**config.mk**
```make
export PLATFORM = sky130hd
export DESIGN_NAME = id_accept_filter
export DESIGN_NICKNAME = d
export VERILOG_FILES = /design/src/rtl/idf_pkg.sv /design/src/rtl/idf_ctrl.sv /design/src/rtl/idf_datapath.sv /design/src/rtl/id_accept_filter.sv
export SDC_FILE = /design/constraint.sdc
export NUM_CORES = 1
export LEC_CHECK = 0
export ABC_AREA = 0
export BUFFER_PORTS_ARGS = -buffer_cell sky130_fd_sc_hd__buf_2
export CAP_MARGIN = 20
export CORE_UTILIZATION = 41
export CTS_CLUSTER_SIZE = 24
export DETAILED_ROUTE_END_ITERATION = 12
export SKIP_LAST_GASP = 1
export SYNTH_ARGS = -nofsm -noshare
export SYNTH_HDL_FRONTEND = slang
export SYNTH_SLANG_ARGS = --single-unit
```
**constraint.sdc**
```tcl
create_clock -name clk -period 2.32 [get_ports clk]
set_input_delay 0.464 -clock clk [delete_from_list [all_inputs] [get_ports clk]]
set_output_delay 0.464 -clock clk [all_outputs]
set_load 0.05 [all_outputs]
```
**src/rtl/idf_pkg.sv**
```systemverilog
package idf_pkg;

  localparam int ID_W      = 29;
  localparam int STD_W     = 11;
  localparam int NUM_BUF   = 32;
  localparam int BUF_IDX_W = $clog2(NUM_BUF);
  localparam int NUM_MASK  = 3;
  localparam int SEL_W     = $clog2(NUM_MASK + 1);

  localparam int DED_BUF_A = 14;
  localparam int DED_BUF_B = 15;

  // Mask slot numbers; the CPU write select uses the same codes
  localparam int SLOT_SHARED = 0;
  localparam int SLOT_DED_A  = 1;
  localparam int SLOT_DED_B  = 2;

  // Bits that take part in a standard-format compare
  localparam logic [ID_W-1:0] STD_CARE = {{STD_W{1'b1}}, {(ID_W-STD_W){1'b0}}};

  typedef struct packed {
    logic [NUM_MASK-1:0] maskLoad;
    logic [SEL_W-1:0]    maskPick;
    logic                cmpGo;
  } idfStrobe_t;

endpackage

```
**src/rtl/idf_ctrl.sv**
```systemverilog
module idf_ctrl
  import idf_pkg::*;
(
  input  logic                 freezeMode,
  input  logic                 maskWrEn,
  input  logic [SEL_W-1:0]     maskWrSel,
  input  logic                 rxValid,
  input  logic [BUF_IDX_W-1:0] bufIdx,
  output idfStrobe_t           strobe
);

  logic wrAllowed;
  assign wrAllowed = freezeMode && maskWrEn;

  always_comb begin
    strobe = '0;
    for (int i = 0; i < NUM_MASK; i++) begin
      strobe.maskLoad[i] = wrAllowed && (maskWrSel == SEL_W'(i));
    end
    if (bufIdx == BUF_IDX_W'(DED_BUF_A)) begin
      strobe.maskPick = SEL_W'(SLOT_DED_A);
    end else if (bufIdx == BUF_IDX_W'(DED_BUF_B)) begin
      strobe.maskPick = SEL_W'(SLOT_DED_B);
    end else begin
      strobe.maskPick = SEL_W'(SLOT_SHARED);
    end
    strobe.cmpGo = rxValid;
  end

endmodule

```
**src/rtl/idf_datapath.sv**
```systemverilog
module idf_datapath
  import idf_pkg::*;
(
  input  logic            clk,
  input  logic            rstN,
  input  idfStrobe_t      strobe,
  input  logic [ID_W-1:0] maskWrData,
  input  logic [ID_W-1:0] rxId,
  input  logic            rxIde,
  input  logic [ID_W-1:0] bufId,
  input  logic            bufIde,
  output logic            matchValid,
  output logic            matchHit
);

  logic [ID_W-1:0] maskReg [NUM_MASK];
  logic [ID_W-1:0] selMask;
  logic [ID_W-1:0] careMask;
  logic [ID_W-1:0] diffBits;
  logic            hitNow;

  for (genvar g = 0; g < NUM_MASK; g++) begin : gMask
    always_ff @(posedge clk or negedge rstN) begin
      if (!rstN) begin
        maskReg[g] <= '1;
      end else if (strobe.maskLoad[g]) begin
        maskReg[g] <= maskWrData;
      end
    end
  end

  always_comb begin
    selMask = maskReg[SLOT_SHARED];
    for (int i = 0; i < NUM_MASK; i++) begin
      if (strobe.maskPick == SEL_W'(i)) selMask = maskReg[i];
    end
  end

  assign careMask = rxIde ? selMask : (selMask & STD_CARE);
  assign diffBits = (rxId ^ bufId) & careMask;
  assign hitNow   = (rxIde == bufIde) && (diffBits == '0);

  always_ff @(posedge clk or negedge rstN) begin
    if (!rstN) begin
      matchValid <= 1'b0;
      matchHit   <= 1'b0;
    end else begin
      matchValid <= strobe.cmpGo;
      matchHit   <= strobe.cmpGo && hitNow;
    end
  end

endmodule

```
**src/rtl/id_accept_filter.sv**
```systemverilog
module id_accept_filter
  import idf_pkg::*;
(
  input  logic                 clk,
  input  logic                 rstN,
  input  logic                 freezeMode,
  input  logic                 maskWrEn,
  input  logic [SEL_W-1:0]     maskWrSel,
  input  logic [ID_W-1:0]      maskWrData,
  input  logic                 rxValid,
  input  logic [ID_W-1:0]      rxId,
  input  logic                 rxIde,
  input  logic [BUF_IDX_W-1:0] bufIdx,
  input  logic [ID_W-1:0]      bufId,
  input  logic                 bufIde,
  output logic                 matchValid,
  output logic                 matchHit
);

  idfStrobe_t strobe;

  idf_ctrl uCtrl (
    .freezeMode (freezeMode),
    .maskWrEn   (maskWrEn),
    .maskWrSel  (maskWrSel),
    .rxValid    (rxValid),
    .bufIdx     (bufIdx),
    .strobe     (strobe)
  );

  idf_datapath uDp (
    .clk        (clk),
    .rstN       (rstN),
    .strobe     (strobe),
    .maskWrData (maskWrData),
    .rxId       (rxId),
    .rxIde      (rxIde),
    .bufId      (bufId),
    .bufIde     (bufIde),
    .matchValid (matchValid),
    .matchHit   (matchHit)
  );

endmodule

```
After elaboration in Yosys (flattened, before gate mapping)
Index checks and enable logic that the tools add are counted.
Cells by class
  reductions and logical operators: 8
  add/sub/neg operators: 0
  mux-type cells: 5
  eq/ne operators: 7
  divide/modulo/power cells: 0
  shift-type cells: 0
  multipliers: 0
  $lt $le $gt $ge: 0
  bitwise logic cells: 2
Operator list (count)
  $mux 29: 2
  $and 29x29->29: 1
  $logic_not 29->1: 1
  $xor 29x29->29: 1
  $mux 18: 1
  $eq 5x4->1 const B: 2
  $logic_and 1x1->1: 6
  $eq 2x1->1 const B: 2
  $eq 2x2->1 const B: 2
  $mux 2: 2
  $logic_not 2->1: 1
  $eq 1x1->1: 1
Storage, ports and cells
  word-level logic and storage cells: 27
  bits in registers: 89
  ROM bits: 0
  RAM bits: 0
  output and inout port bits: 2
  memories: 0
  latch bits: 0
  input bits: 101

Depth between registers and ports, before layout
  depth in word-level cells: 11
  mapped depth: 9
  mapped depth without buffers: 6

By module
Synthesis repeated with hierarchy kept, for this count alone.
Second synthesis, totals
  cell total of the unflattened synthesis: 357
  area, all modules: 4774.6 µm²
Modules (own cells, without submodules)
  idf_datapath: cells each 348, times used 1, area an instance 4710.8 µm², sequential area each 2336.0 µm²
  idf_ctrl: cells each 9, times used 1, area an instance 63.8 µm², sequential area each 0.0 µm²

Worst setup path before layout
OpenSTA, ideal clock, no wires.
  kind: input port to flip-flop
  start point: input port bufIdx[4]
  end point: register uDp.matchHit
  data required time: 2209 ps
  cell stages on the path: 7
  setup slack: 259 ps
  path buffers: 1
  library setup time: 111 ps
  data arrival time: 1950 ps
  path through: and4b_1 -> buf_2 -> mux2i_1 -> o22ai_1 -> a2111oi_2 -> nand4_1 -> a2111oi_2
Between the ends
  cells in the longest elaborated chain, start to end: 11
  elaborated cells between the ends (all ways): 13
  those cells by class: 4 x eq/ne; 5 x mux; 1 x bitwise; 3 x reduce/logical
Ends and longest elaborated chain
  start, declared: RTL line id_accept_filter.sv:13  | input logic [BUF_IDX_W-1:0] bufIdx,
  $eq 5x4->1: RTL line idf_ctrl.sv:22  | end else if (bufIdx == BUF_IDX_W'(DED_BUF_B)) begin
  $mux 2: RTL line idf_ctrl.sv:22
  $mux 2 *: RTL line idf_ctrl.sv:20  | if (bufIdx == BUF_IDX_W'(DED_BUF_A)) begin
  $eq 2x1->1: RTL line idf_datapath.sv:35  | if (strobe.maskPick == SEL_W'(i)) selMask = maskReg[i];
  $mux 29: RTL line idf_datapath.sv:35
  $mux 29 *: RTL line idf_datapath.sv:35
  $mux 18: RTL line idf_datapath.sv:39  | assign careMask = rxIde ? selMask : (selMask & STD_CARE);
  $and 29x29->29 *: RTL line idf_datapath.sv:40  | assign diffBits = (rxId ^ bufId) & careMask;
  $logic_not 29->1 *: RTL line idf_datapath.sv:41  | assign hitNow = (rxIde == bufIde) && (diffBits == '0);
  $logic_and 1x1->1 *: RTL line idf_datapath.sv:41
  $logic_and 1x1->1 *: RTL line idf_datapath.sv:49  | matchHit <= strobe.cmpGo && hitNow;
  end signal, assigned: RTL line idf_datapath.sv:49
  end, declared: RTL line idf_datapath.sv:13  | output logic matchHit
Mark *: on every way between the ends. The rest lies on a longest branch, timed or not.
A chain may end at the register's enable or synchronous reset.

Worst setup path after layout
Same ends and word-level chain as after synthesis.

==> impl_metrics.ini <==
[status]
status = finished, final reports clean

[synth]
muxShareOfSynthArea_pct = 29.9
synth.most_common_cell = mux2_2
synth_compound_area_share_pct = 5.65
ys.flop_type = dfstp_2
synth-simple-area-share_pct = 3.49
synth_top_area_share_pct = 51.9
synth-seq-cells = 89
synthXorXnorAreaFrac_pct = 5.96
synth_top_family_by_area = multiplexers
synth.yosys.warnings = 0
seq_area_frac_synth_pct = 53.0
synth-async-reset-ratio_pct = 100
syn_avg_cell_area_um2 = 13.5
synth-edff-count = 0
netlist_area_um2 = 4410
synth_common_cells = 88 x mux2_2, 87 x dfstp_2, 29 x mux2i_1
netlist_top_cells_area = dfstp_2 52%, mux2_2 22%, mux2i_1 6.6%
yosys.area.top_type = dfstp_2
synth_cell_types = 28
synth_fa_ha_area_share_pct = 0
synth.net_count = 428
syn_inst = 327

[die]
core_area_um2 = 10400
fp-row-count = 37
dieArea_um2 = 11200
die_h_um = 106
start_util_pct = 42.5
die_w_um = 106
io_pins = 103

[worst_hold_path]
hp-class = in -> reg

[route]
drt-total-wl_um = 9260
wl_per_cell_um = 16.2
dr.pass1.iters = 4
drc_errors = 0
vias = 2878
via_per_inst = 5.03
postRouteAntennaNets = 0
first_iter_violations = 62

[timing]
tightest_slew_ns = 0.537
tns_ns = 0
period_needed_ns = 2.05
rsz0062_at_grt = no
max_slew_margin_pct = 64.2
hold_viol_final = 0
drv_slew = 0
finalSetupViolations = 0
finClkSkew_ns = 0.0134
fmax_mhz = 487
post-route-period-util_pct = 88.5

[place]
gp_congestion = 0.716
place_area_um2 = 5120
hpwl_um = 6380
portBuffers = 102

[run]
cap_violations = 0

[layout]
drive_gt1_share_pct = 70.0
nNetsFinal = 533
fillers = 946
finalInstanceArea_um2 = 5360
fin_util_pct = 51.7
area_growth_pct = 21.5
diodes = 0

[setup_path]
end_kind = register
path_class = in -> reg
cp-start-kind = input port
cp_max_fo = 28
critPathArrivalTime_ns = 2.29
required_ns = 2.55

[global_routing]
grt_pass1_wl_um = 15300
track_usage_pct = 17.7
antenna_found_initial = 0
grt_max_degree = 50
grt_pass1_vias = 3046
overflow = 0

[clock_tree]
cts_inserted_buffers = 9
clock_latency_ns = 0.35
cts_tree = yes
root_buffer = clkbuf_8
cts.repair.resized = 0
clockBufferDepth = 2
clk_pin_slew_worst_paths_ns = 0.09
htreeDepth = 3
cts_setup_buffers = 0
hold_buffers = 0
cts_sinks = 89

[pwr]
sw_frac_of_total_pct = 23.6
power.density_nw_per_um2 = 822
p_int_mw = 3.36
clockPowerShare_pct = 28.6
p_switching_mw = 1.04
pwr-share-comb_pct = 19.4
leakagePower_nw = 2.23
peakVddDrop_v = 0.000359
power_frac_seq_pct = 52.0
registers in the layout (all words and copies together), names as in the netlist:
| register | flops |
|---|---|
| uDp.maskReg | 87 |
| uDp.matchHit | 1 |
| uDp.matchValid | 1 |
path summary, 6_finish.rpt:
check                                  end  slack, ns  cells after the start            start
setup / recovery              uDp.matchHit       0.27                      8        bufIdx[4]
hold / removal              uDp.matchValid       0.23                      1          rxValid
setup reg to reg              uDp.matchHit       0.34                      6  uDp.maskReg[29]
hold reg to reg            uDp.maskReg[67]       0.62                      1  uDp.maskReg[67]
max in group asynchronous  uDp.maskReg[18]       1.52                      2             rstN
min in group asynchronous  uDp.maskReg[14]       0.43                      1             rstN
power by group through the flow:
| stage | combinational, mW | clock, mW | sequential [mW] |
|---|---|---|---|
| 2_1_floorplan | 0.605 | 0 | 2.26 |
| 3_3_place_gp | 0.838 | 0 | 2.31 |
| 3_5_place_dp | 0.866 | 0 | 2.31 |
| 4_1_cts | 0.869 | 1.30 | 2.29 |
| 5_1_grt | 0.939 | 1.36 | 2.34 |
| 6_report | 0.852 | 1.26 | 2.29 |
cell families (layout without fill, tap and decap cells):
kind of cell           count (synthesis)  count (layout)
buffers and inverters                 18             127
flip-flops                            89              89
AO/OA/AOI/OAI                         35              35
AND/OR/NAND/NOR                       35              35
XOR/XNOR                              30              30
multiplexers                         120             120
metrics by stage:
stage	instances	hold slack [ns]	power (mW)	worst slack (ns)
after floorplan	327	0.168	2.87	0.259
after global placement	557	0.591	3.15	-0.0892
after detailed placement	557	0.592	3.18	-0.126
after CTS	572	0.212	4.46	0.243
after global routing	572	0.208	4.64	0.156
final	572	0.230	4.40	0.266
final cells by class:
class,count,area [um^2],area share (%)
Tap cell,136,170,3.18
Sequential cell,89,2340,43.6
Timing Repair Buffer,112,626,11.7
Clock buffer,12,145,2.71
Clock inverter,3,90.1,1.68
Multi-Input combinational cell,220,1990,37.2
worst max-delay path, cell delays in order:
cell	delay [ns]
buf_2	0.09
and4b_2	0.37
buf_12	0.20
mux2i_1	0.19
o22ai_1	0.12
a2111oi_2	0.29
nand4_1	0.18
a2111oi_2	0.38
metal layers:
layer / share of wire (%) / track usage [%]
met1: 47 / 23.4
met3: 2.9 / 2.97
met4: 1.1 / 6.35
met2: 49 / 29.1
met5: 0 / 0
cells in the final DEF, fill, tap and decap left out:
cell	count
buf_12	3
dfrtp_1	2
o22ai_1	2
mux2i_1	29
o221ai_1	2
o2111ai_1	1
a2111oi_2	2
buf_4	8
and4b_2	1
xor2_1	4
mux2_1	2
nand4_1	1
o21ai_0	4
clkbuf_8	10
mux2_2	88
clkbuf_1	2
xnor2_1	26
buf_2	101
nand2_1	7
mux2_4	1
bufinv_16	3
dfstp_2	87
a21oi_1	7
o21ai_1	1
nand4b_1	1
nor3_2	1
nor4_1	3
nor2_1	21
a211oi_1	16
No activity file was read; power rests on OpenSTA's default activity.
